--- src/rtl/pfi_pkg.sv ---
// Shared types for the periodic event generator.
package pfi_pkg;
    // Period select code; the numeric values are the software-visible encoding.
    typedef enum logic [1:0] {
        PER_FAST = 2'b00,
        PER_SEC  = 2'b01,
        PER_MIN  = 2'b10,
        PER_HOUR = 2'b11
    } period_e;
endpackage

--- src/rtl/pfi_rate_mux.sv ---
// Picks the timebase strobe named by the period select and gates it with
// the mask. Assumes each strobe is high for one clock cycle.
module pfi_rate_mux
    import pfi_pkg::*;
(
    input  logic    tick_fast,
    input  logic    tick_sec,
    input  logic    tick_min,
    input  logic    tick_hour,
    input  period_e sel,
    input  logic    mask,
    output logic    evt
);
    logic picked;

    // Route the selected strobe.
    always_comb begin
        unique case (sel)
            PER_FAST: picked = tick_fast;
            PER_SEC:  picked = tick_sec;
            PER_MIN:  picked = tick_min;
            PER_HOUR: picked = tick_hour;
            default:  picked = 1'b0;
        endcase
    end

    assign evt = picked & ~mask;
endmodule

--- src/rtl/pfi_cfg_watch.sv ---
// Detects a change of mode or period select by comparing them with the
// values held in the previous cycle. Assumes reset values of zero.
module pfi_cfg_watch #(
    parameter int SEL_W = 2
) (
    input  logic             clk,
    input  logic             rst_n,
    input  logic             mode,
    input  logic [SEL_W-1:0] sel,
    output logic             chg
);
    logic             mode_q;
    logic [SEL_W-1:0] sel_q;

    // Remember last cycle's configuration.
    always_ff @(posedge clk) begin
        if (!rst_n) begin
            mode_q <= 1'b0;
            sel_q  <= '0;
        end else begin
            mode_q <= mode;
            sel_q  <= sel;
        end
    end

    assign chg = (mode != mode_q) || (sel != sel_q);
endmodule

--- src/rtl/pfi_irq_latch.sv ---
// Sticky interrupt flag. Priority: clear on config change, then set by an
// event, then clear by a software write of zero.
module pfi_irq_latch (
    input  logic clk,
    input  logic rst_n,
    input  logic clr,
    input  logic set,
    input  logic cancel,
    output logic flag
);
    // Flag state update.
    always_ff @(posedge clk) begin
        if (!rst_n)      flag <= 1'b0;
        else if (clr)    flag <= 1'b0;
        else if (set)    flag <= 1'b1;
        else if (cancel) flag <= 1'b0;
    end
endmodule

--- src/rtl/pfi_pulse_timer.sv ---
// Down-counter that holds a pulse active for LEN cycles after a start.
// A restart reloads the count. Assumes LEN >= 1.
module pfi_pulse_timer #(
    parameter int LEN = 8
) (
    input  logic clk,
    input  logic rst_n,
    input  logic clr,
    input  logic start,
    input  logic cancel,
    output logic active
);
    localparam int CW = $clog2(LEN + 1);

    logic [CW-1:0] cnt;

    // Load, cancel or count down the remaining pulse length.
    always_ff @(posedge clk) begin
        if (!rst_n)           cnt <= '0;
        else if (clr)         cnt <= '0;
        else if (start)       cnt <= CW'(LEN);
        else if (cancel)      cnt <= '0;
        else if (cnt != '0)   cnt <= cnt - CW'(1);
    end

    assign active = (cnt != '0);
endmodule

--- src/rtl/pfi_unit.sv ---
// Periodic event generator top. Selects a timebase strobe and presents
// it either as a sticky interrupt flag or as a timed low pulse on evt_n.
// The flag readback follows the active mode. Synchronous active-low reset.
module pfi_unit
    import pfi_pkg::*;
#(
    parameter int PULSE_LEN = 8
) (
    input  logic       clk,
    input  logic       rst_n,
    input  logic       tick_fast,
    input  logic       tick_sec,
    input  logic       tick_min,
    input  logic       tick_hour,
    input  logic [1:0] period_sel,
    input  logic       irq_mode,
    input  logic       mask,
    input  logic       flag_wr,
    input  logic       flag_wdata,
    output logic       flag_rd,
    output logic       evt_n
);
    logic evt;
    logic cfg_chg;
    logic cancel;
    logic irq_flag;
    logic pls_act;

    assign cancel = flag_wr & ~flag_wdata;

    pfi_rate_mux u_mux (
        .tick_fast (tick_fast),
        .tick_sec  (tick_sec),
        .tick_min  (tick_min),
        .tick_hour (tick_hour),
        .sel       (period_e'(period_sel)),
        .mask      (mask),
        .evt       (evt)
    );

    pfi_cfg_watch #(.SEL_W(2)) u_cfg (
        .clk   (clk),
        .rst_n (rst_n),
        .mode  (irq_mode),
        .sel   (period_sel),
        .chg   (cfg_chg)
    );

    pfi_irq_latch u_irq (
        .clk    (clk),
        .rst_n  (rst_n),
        .clr    (cfg_chg),
        .set    (evt & irq_mode),
        .cancel (cancel & irq_mode),
        .flag   (irq_flag)
    );

    pfi_pulse_timer #(.LEN(PULSE_LEN)) u_pls (
        .clk    (clk),
        .rst_n  (rst_n),
        .clr    (cfg_chg),
        .start  (evt & ~irq_mode),
        .cancel (cancel & ~irq_mode),
        .active (pls_act)
    );

    assign flag_rd = irq_mode ? irq_flag : pls_act;
    assign evt_n   = ~flag_rd;
endmodule

--- config.mk ---
export PLATFORM = sky130hd
export DESIGN_NAME = pfi_unit
export DESIGN_NICKNAME = d
export VERILOG_FILES = /design/src/rtl/pfi_pkg.sv /design/src/rtl/pfi_rate_mux.sv /design/src/rtl/pfi_cfg_watch.sv /design/src/rtl/pfi_irq_latch.sv /design/src/rtl/pfi_pulse_timer.sv /design/src/rtl/pfi_unit.sv
export SDC_FILE = /design/constraint.sdc
export NUM_CORES = 1
export LEC_CHECK = 0
export BUFFER_PORTS_ARGS = -buffer_cell sky130_fd_sc_hd__clkbuf_2
export CAP_MARGIN = 40
export CORE_MARGIN = 4
export CORE_UTILIZATION = 25
export DETAILED_ROUTE_END_ITERATION = 10
export MAX_ROUTING_LAYER = met4
export PLACE_DENSITY = 0.52
export SLEW_MARGIN = 20
export SYNTH_ARGS = -nofsm -noshare
export SYNTH_HDL_FRONTEND = slang
export SYNTH_SLANG_ARGS = --single-unit
export TNS_END_PERCENT = 100
--- constraint.sdc ---
create_clock -name clk -period 1.7 [get_ports clk]
set_input_delay 0.17 -clock clk [delete_from_list [all_inputs] [get_ports clk]]
set_output_delay 0.17 -clock clk [all_outputs]
set_load 0.05 [all_outputs]
==> results of run 1 <==
==> path summary, 6_finish.rpt <==
check	slack, ps	start	to
setup reg to reg	110	u_pls.cnt[0]$_SDFFE_PP0P_	u_pls.cnt[3]$_SDFFE_PP0P_
hold / removal	160	rst_n	u_cfg.mode_q$_SDFF_PN0_
setup / recovery	-130	u_pls.cnt[0]$_SDFFE_PP0P_	flag_rd
hold reg to reg	520	u_irq.flag$_SDFFE_PP0P_	u_irq.flag$_SDFFE_PP0P_
==> cell usage after synthesis, drive strengths merged <==
master / instances
nor2b: 2
nor3b: 1
mux2i: 3
ha: 2
or4b: 1
nand2: 1
a21oi: 1
xnor2: 4
dfxtp: 8
a31oi: 2
clkbuf: 1
a211o: 1
buf: 1
or4: 2
nand4: 1
nor4: 3
nor2: 1
and2: 3
or3b: 1
inv: 4
nand4b: 1
a31o: 1
nand3b: 1
mux2: 1
nand2b: 1
nor4b: 2
nand3: 1
==> logic make-up (layout without fill, tap and decap cells) <==
| family | Yosys count | count (layout) | share of synthesized area |
|---|---|---|---|
| AOI/OAI and AO/OA | 5 | 5 | 0.0741 |
| xor gates and xnor gates | 4 | 4 | 0.0741 |
| adders and majority gates | 2 | 2 | 0.0529 |
| buffers and inverters | 6 | 28 | 0.0555 |
| DFF | 8 | 8 | 0.339 |
| muxes | 4 | 4 | 0.0873 |
| and+or+nand+nor | 22 | 22 | 0.317 |
==> per-stage QoR <==
step / hold WS (ps) / util / instance area, um2 / cells / setup slack [ps]
3_3_place_gp: 428 / 0.335 / 592 / 87 / 99.1
6_report: 157 / 0.395 / 697 / 98 / -126
5_1_grt: 167 / 0.395 / 697 / 98 / -191
3_5_place_dp: 428 / 0.335 / 592 / 87 / 68.6
2_1_floorplan: 292 / - / 507 / 51 / -221
4_1_cts: 154 / 0.387 / 682 / 96 / -116
==> flip-flops by register name, indices dropped and copies added, names as in the netlist <==
register and cells:
u_cfg.mode_q 1, u_cfg.sel_q 2, u_irq.flag 1, u_pls.cnt 4
==> worst max-delay path: stages (launching register included) <==
cell and delay [ps]:
dfxtp_2 320, inv_2 70, ha_4 130, or3b_4 380
mux2i_4 190, clkinvlp_4 120, clkbuf_16 170
==> cell usage in the layout (no fill, tap or decap), types with 2 or more instances in the layout <==
| master | count |
|---|---|
| a31oi_1 | 2 |
| and2_1 | 3 |
| buf_4 | 8 |
| clkbuf_2 | 11 |
| clkbuf_4 | 4 |
| dfxtp_1 | 6 |
| dfxtp_2 | 2 |
| inv_2 | 2 |
| mux2i_1 | 2 |
| nor2b_1 | 2 |
| nor4_1 | 3 |
| nor4b_1 | 2 |
| or4_1 | 2 |
| xnor2_1 | 4 |
==> what timing repair did <==
action,4_1_cts,5_1_grt
resized for setup,4,0
buffers inserted,6,2
pin swaps,1,0
endpoints found under the setup margin,2,2
==> layer usage <==
layer / global-route usage / share of wire / vias to the layer above
met3: 0.0458 / 0.062 / 2
met2: 0.140 / 0.47 / 13
met1: 0.0952 / 0.45 / 189
met5: - / 0 / -
met4: 0.0349 / 0.013 / 0
li1: - / - / 235
==> power groups by stage <==
stage / sequential, W / clock [W] / combinational (W)
after global placement: 0.000198 / 0 / 0.0000546
after CTS: 0.000194 / 0.000155 / 0.0000563
final: 0.000194 / 0.000153 / 0.0000559
after floorplan: 0.000198 / 0 / 0.0000363
after global routing: 0.000194 / 0.000167 / 0.0000630
after detailed placement: 0.000198 / 0 / 0.0000541
==> layout make-up <==
type | instances | area, um2
Clock buffer | 3 | 22.5
Fill cell | 195 | 1070
Inverter | 4 | 18.8
Multi-Input combinational cell | 37 | 314
Sequential cell | 8 | 163
Tap cell | 25 | 31.3
Timing Repair Buffer | 21 | 148
==> out/metrics.csv, run 1 <==
metric,value,unit
outcome,finished with violations,
failing checks,setup timing,
clk slew on worst S/H paths,60,ps
drt wl/cell,10.9,um
switching share of power,0.249,
cell taking the most area after synthesis,dfxtp_1,
CTS tree,built,
1st-pass router iterations,4,
CTS buffer count,3,
Final setup viols,2,
CP Launch Type,flip-flop,
Starting Density,0.268,
net load switching power,0.000100,W
crit path max fanout,2,
diodes inserted,0,
max-cap viol count,0,
Skew-Pair Late Insertion Delay,260,ps
Die X,51.5,um
dpl hpwl,755,um
DRT iter0 DRCs,6,
initial antenna violation count,0,
top post-synthesis cells by area,"dfxtp_1, xnor2_1, mux2i_1",
Antenna Nets Post-Route,0,
pwr/cell area,578,nW/um2
Max Fclk,0.548,GHz
vias in the first global route,414,
clock share of power,0.379,
Area Overhead vs Synth,47.4,%
clk buf depth,2,
"FF+latch count, synth",8,
core area,1760,um2
Worst Reg-to-Reg Cells,6,
I/O pins,14,
WL final,1.07,mm
clock skew,4.14,ps
element type at the critical path end,primary output,
"Req. time, crit path",1530,ps
# clock sinks,8,
Ys Warns,0,
worst vdd ir,295,uV
grt ovf,0,
# nets final,89,
syn avg cell area,9.27,um2
area share of the largest cell type after synthesis,0.339,
via/cell ratio,4.48,
Final period util,1.07,
"Seq/Total Area, Yosys",0.339,
Fin Setup TNS,-220,ps
final hold vios,0,
critical path data arrival time,1660,ps
syn_nets,65,
P_leak,0.259,nW
unrepaired setup endpoints after global routing,true,
Slew @ Worst Pin,468,ps
Rel. slew slack,0.685,
Hold Crit Class,in2reg,
drt drc,0,
GP Congestion,0.843,
clock root buffer master,clkbuf_4,
hold depth,2,
die area,2650,um2
H-tree Lvls,1,
first-pass GRT wire length,1.69,mm
fin worst setup slack,-126,ps
largest net degree at the start of global routing,11,
Die Y,51.5,um
port bufs,13,
total chip power,0.000403,W
global router's overall resource usage,0.0891,
via count,439,
Logic pwr share,0.139,
Cells after Synth,51,
Placement Rows,15,
synth unique cells,27,
Max Slew Vio Count,0,
minimum clock period,1830,ps
Mapped Area,473,um2
layout cells sized above 1,0.466,
hold buffer count at cts,0,
Crit Path Class,reg2out,
Pint,0.000302,W
Flop pwr share,0.482,
Power figures use the tool's default switching activity.
==> run 2, diff against run 1 <==
Settings changed: SKIP_LAST_GASP from default to 1, SYNTH_HIERARCHICAL from default to 1.
Clock period 1.7 ns to 1.71 ns, I/O delays scaled along.
==> out/metrics.csv, run 2 <==
metric,value,unit,change
syn avg cell area,10.3,um2,+11%
fin cells,92,,-6.1%
worst vdd ir,308,uV,+4.2%
cell taking the most area after synthesis,dfxtp_1,,
Fin Setup TNS,-97.9,ps,+122 ps
minimum clock period,1810,ps,
max reg flops,4,,unchanged
Ys Warns,6,,+6
dpl hpwl,733,um,-2.8%
max-cap viol count,0,,unchanged
clk slew on worst S/H paths,50,ps,about the same
gr busiest metal,met2,,
layout cells sized above 1,0.582,,+0.116
Starting Density,0.270,,+0.00142
Max Slew Vio Count,0,,unchanged
# clock sinks,8,,unchanged
fin worst setup slack,-97.9,ps,+28.2 ps
Sequential cell area,163,um2,unchanged
CP Launch Type,flip-flop,,
critical path data arrival time,1640,ps,-20 ps
"Seq/Total Area, Yosys",0.337,,-0.00178
H-tree Lvls,1,,unchanged
"count leader, synth",dfxtp_1,,
"commonest non-fill, non-tap cells in the layout","clkbuf_2, dfxtp_1, buf_4",,
Crit Path Class,reg2out,,
Mapped Area,475,um2,+0.53%
"commonest non-fill, non-tap cell in the layout",clkbuf_2,,
Hold Crit Class,in2reg,,
final hold vios,0,,unchanged
net load switching power,0.0000928,W,-7.4%
first-pass GRT wire length,1.64,mm,-3.3%
met1 Use GR,0.0895,,-0.00576
fill count,186,,-4.6%
grt ovf,0,,unchanged
largest net degree at the start of global routing,9,,-2
clock share of power,0.370,,-0.009
Cells after Synth,46,,-9.8%
clk buf depth,2,,unchanged
Skew-Pair Late Insertion Delay,250,ps,about the same
top post-synthesis cells by area,"dfxtp_1, xnor2_1, ha_1",,
Multi-input gate area,327,um2,+4.0%
Pint,0.000305,W,+0.98%
synth unique cells,24,,-11%
hold buffer count at cts,0,,unchanged
Area Overhead vs Synth,46.1,%,
met2 usage,0.144,,+0.00424
Die Y,51.6,um,+0.22%
CTS tree,built,,
I/O pins,14,,unchanged
Flop pwr share,0.484,,+0.002
GP Congestion,0.690,,-18%
Final setup viols,1,,-1
clock skew,1.16,ps,-2.98 ps
1st-pass router iterations,3,,-1
crit path max fanout,3,,+1
Most used DFF post-synth,dfxtp_1,,
element type at the critical path end,primary output,,
drt wl/cell,11.0,um,+0.73%
CTS buffer count,3,,unchanged
Antenna Nets Post-Route,0,,unchanged
vias in the first global route,375,,-9.4%
Slew @ Worst Pin,318,ps,-150 ps
outcome,finished with violations,,
core area,1760,um2,unchanged
biggest regs,"u_pls/cnt x4, u_cfg/sel_q x2",,
via count,401,,-8.7%
P_leak,0.318,nW,+23%
failing checks,setup timing,,
unrepaired setup endpoints after global routing,true,,
WL final,1.01,mm,-5.4%
Max Fclk,0.553,GHz,
Logic pwr share,0.146,,+0.007
area share of the largest cell type after synthesis,0.337,,-0.00178
Rel. slew slack,0.788,,+0.103
DRT iter0 DRCs,6,,unchanged
port bufs,13,,unchanged
Synth top cells by count,"dfxtp_1, xnor2_1, nor2_1",,
global router's overall resource usage,0.0840,,-0.00510
syn_nets,60,,-7.7%
"FF+latch count, synth",8,,unchanged
diodes inserted,0,,unchanged
Die X,51.6,um,+0.22%
# nets final,83,,-6.7%
clock root buffer master,clkbuf_4,,
Max stage delay on crit path,390,ps,about the same
crit path cell chain,inv_2 -> ha_4 -> or3b_4 -> mux2_4 -> clkbuf_16,,
placed cell count,84,,-3.4%
"Req. time, crit path",1540,ps,about the same
Biggest register,u_pls/cnt,,
GR Layer Usage met3,0.0487,,+0.00287
switching share of power,0.233,,-0.0159
drt drc,0,,unchanged
asr flop ratio synth,0,,unchanged
Worst path slowest cell,or3b_4,,
Placement Rows,15,,unchanged
die area,2660,um2,+0.45%
"EDFF count, synth",0,,unchanged
Final period util,1.06,,
pwr/cell area,573,nW/um2,-0.76%
via/cell ratio,4.36,,-2.7%
initial antenna violation count,0,,unchanged
run 2: cell types whose count changed in the layout (fill, tap and decap cells not counted), moves of 2 or more:
cell,change
a31oi_1,-2
and2_2,+2
and3b_2,+2
buf_4,-2
mux2i_1,-2
nor2_1,+3
nor4_1,-3
nor4b_1,-2
or4_1,-2
run 2: kinds of logic (layout without fill, tap and decap cells):
family	Yosys count	count (layout)	synth area share
flops	8	8	0.337
xor+xnor	5	5	0.0921
fa+ha+maj	2	2	0.0526
compound gates	3	3	0.0710
mux	3	3	0.100
simple gates	21	21	0.313
buf+inv	4	25	0.0342
run 2: metrics by stage:
stage	setup slack [ps]	utilization	cell area [um2]	power, W	hold slack [ps]
5_1_grt	-147	0.394	694	0.000425	192
4_1_cts	-87.7	0.389	686	0.000405	180
3_5_place_dp	63.2	0.333	587	0.000253	441
2_1_floorplan	146	-	488	0.000230	293
6_report	-97.9	0.394	694	0.000398	183
3_3_place_gp	81.1	0.333	587	0.000252	438
run 2: cell type report:
class	instances	share of cell area
repair buffers	19	0.202
well taps	25	0.0450
flip-flops and latches	8	0.234
clock buffers	3	0.0324
multi-input cells	34	0.470
inverters	3	0.0162
run 2: metal layers:
metal / vias up / routed length (um) / part of all wire
met5: - / 0 / 0
met4: 0 / 0 / 0
met3: 0 / 87 / 0.086
met2: 12 / 483 / 0.48
met1: 187 / 437 / 0.43
li1: 202 / - / -
run 2: what timing repair did:
action                     4_1_cts  5_1_grt
pin swaps                        0        0
resized for setup               12        1
buffers inserted                 4        1
hold endpoints to repair         0        0
setup endpoints to repair        2        2
run 2: power by group through the flow:
stage / Clock [W] / Sequential (W) / Combinational (W)
final: 0.000147 / 0.000193 / 0.0000580
after global routing: 0.000168 / 0.000193 / 0.0000632
after CTS: 0.000154 / 0.000193 / 0.0000585
after detailed placement: 0 / 0.000197 / 0.0000562
after global placement: 0 / 0.000197 / 0.0000556
after floorplan: 0 / 0.000197 / 0.0000330
run 2: worst paths after layout:
path	startpoint	end	slack, ps	cells after the start
max	u_pls/cnt[0]$_SDFFE_PP0P_	flag_rd	-100	5
min reg2reg	u_pls/cnt[2]$_SDFFE_PP0P_	u_pls/cnt[2]$_SDFFE_PP0P_	590	2
max reg2reg	u_pls/cnt[0]$_SDFFE_PP0P_	u_pls/cnt[0]$_SDFFE_PP0P_	290	6
min	period_sel[1]	u_cfg/sel_q[1]$_SDFF_PN0_	180	2
run 2: worst max-delay path, delay by kind of cell, from the launching register on:
family	cells	cell delay, ps
buffers and inverters	2	250
and+or+nand+nor	1	390
adders and majority gates	1	130
muxes	1	290
DFF	1	320
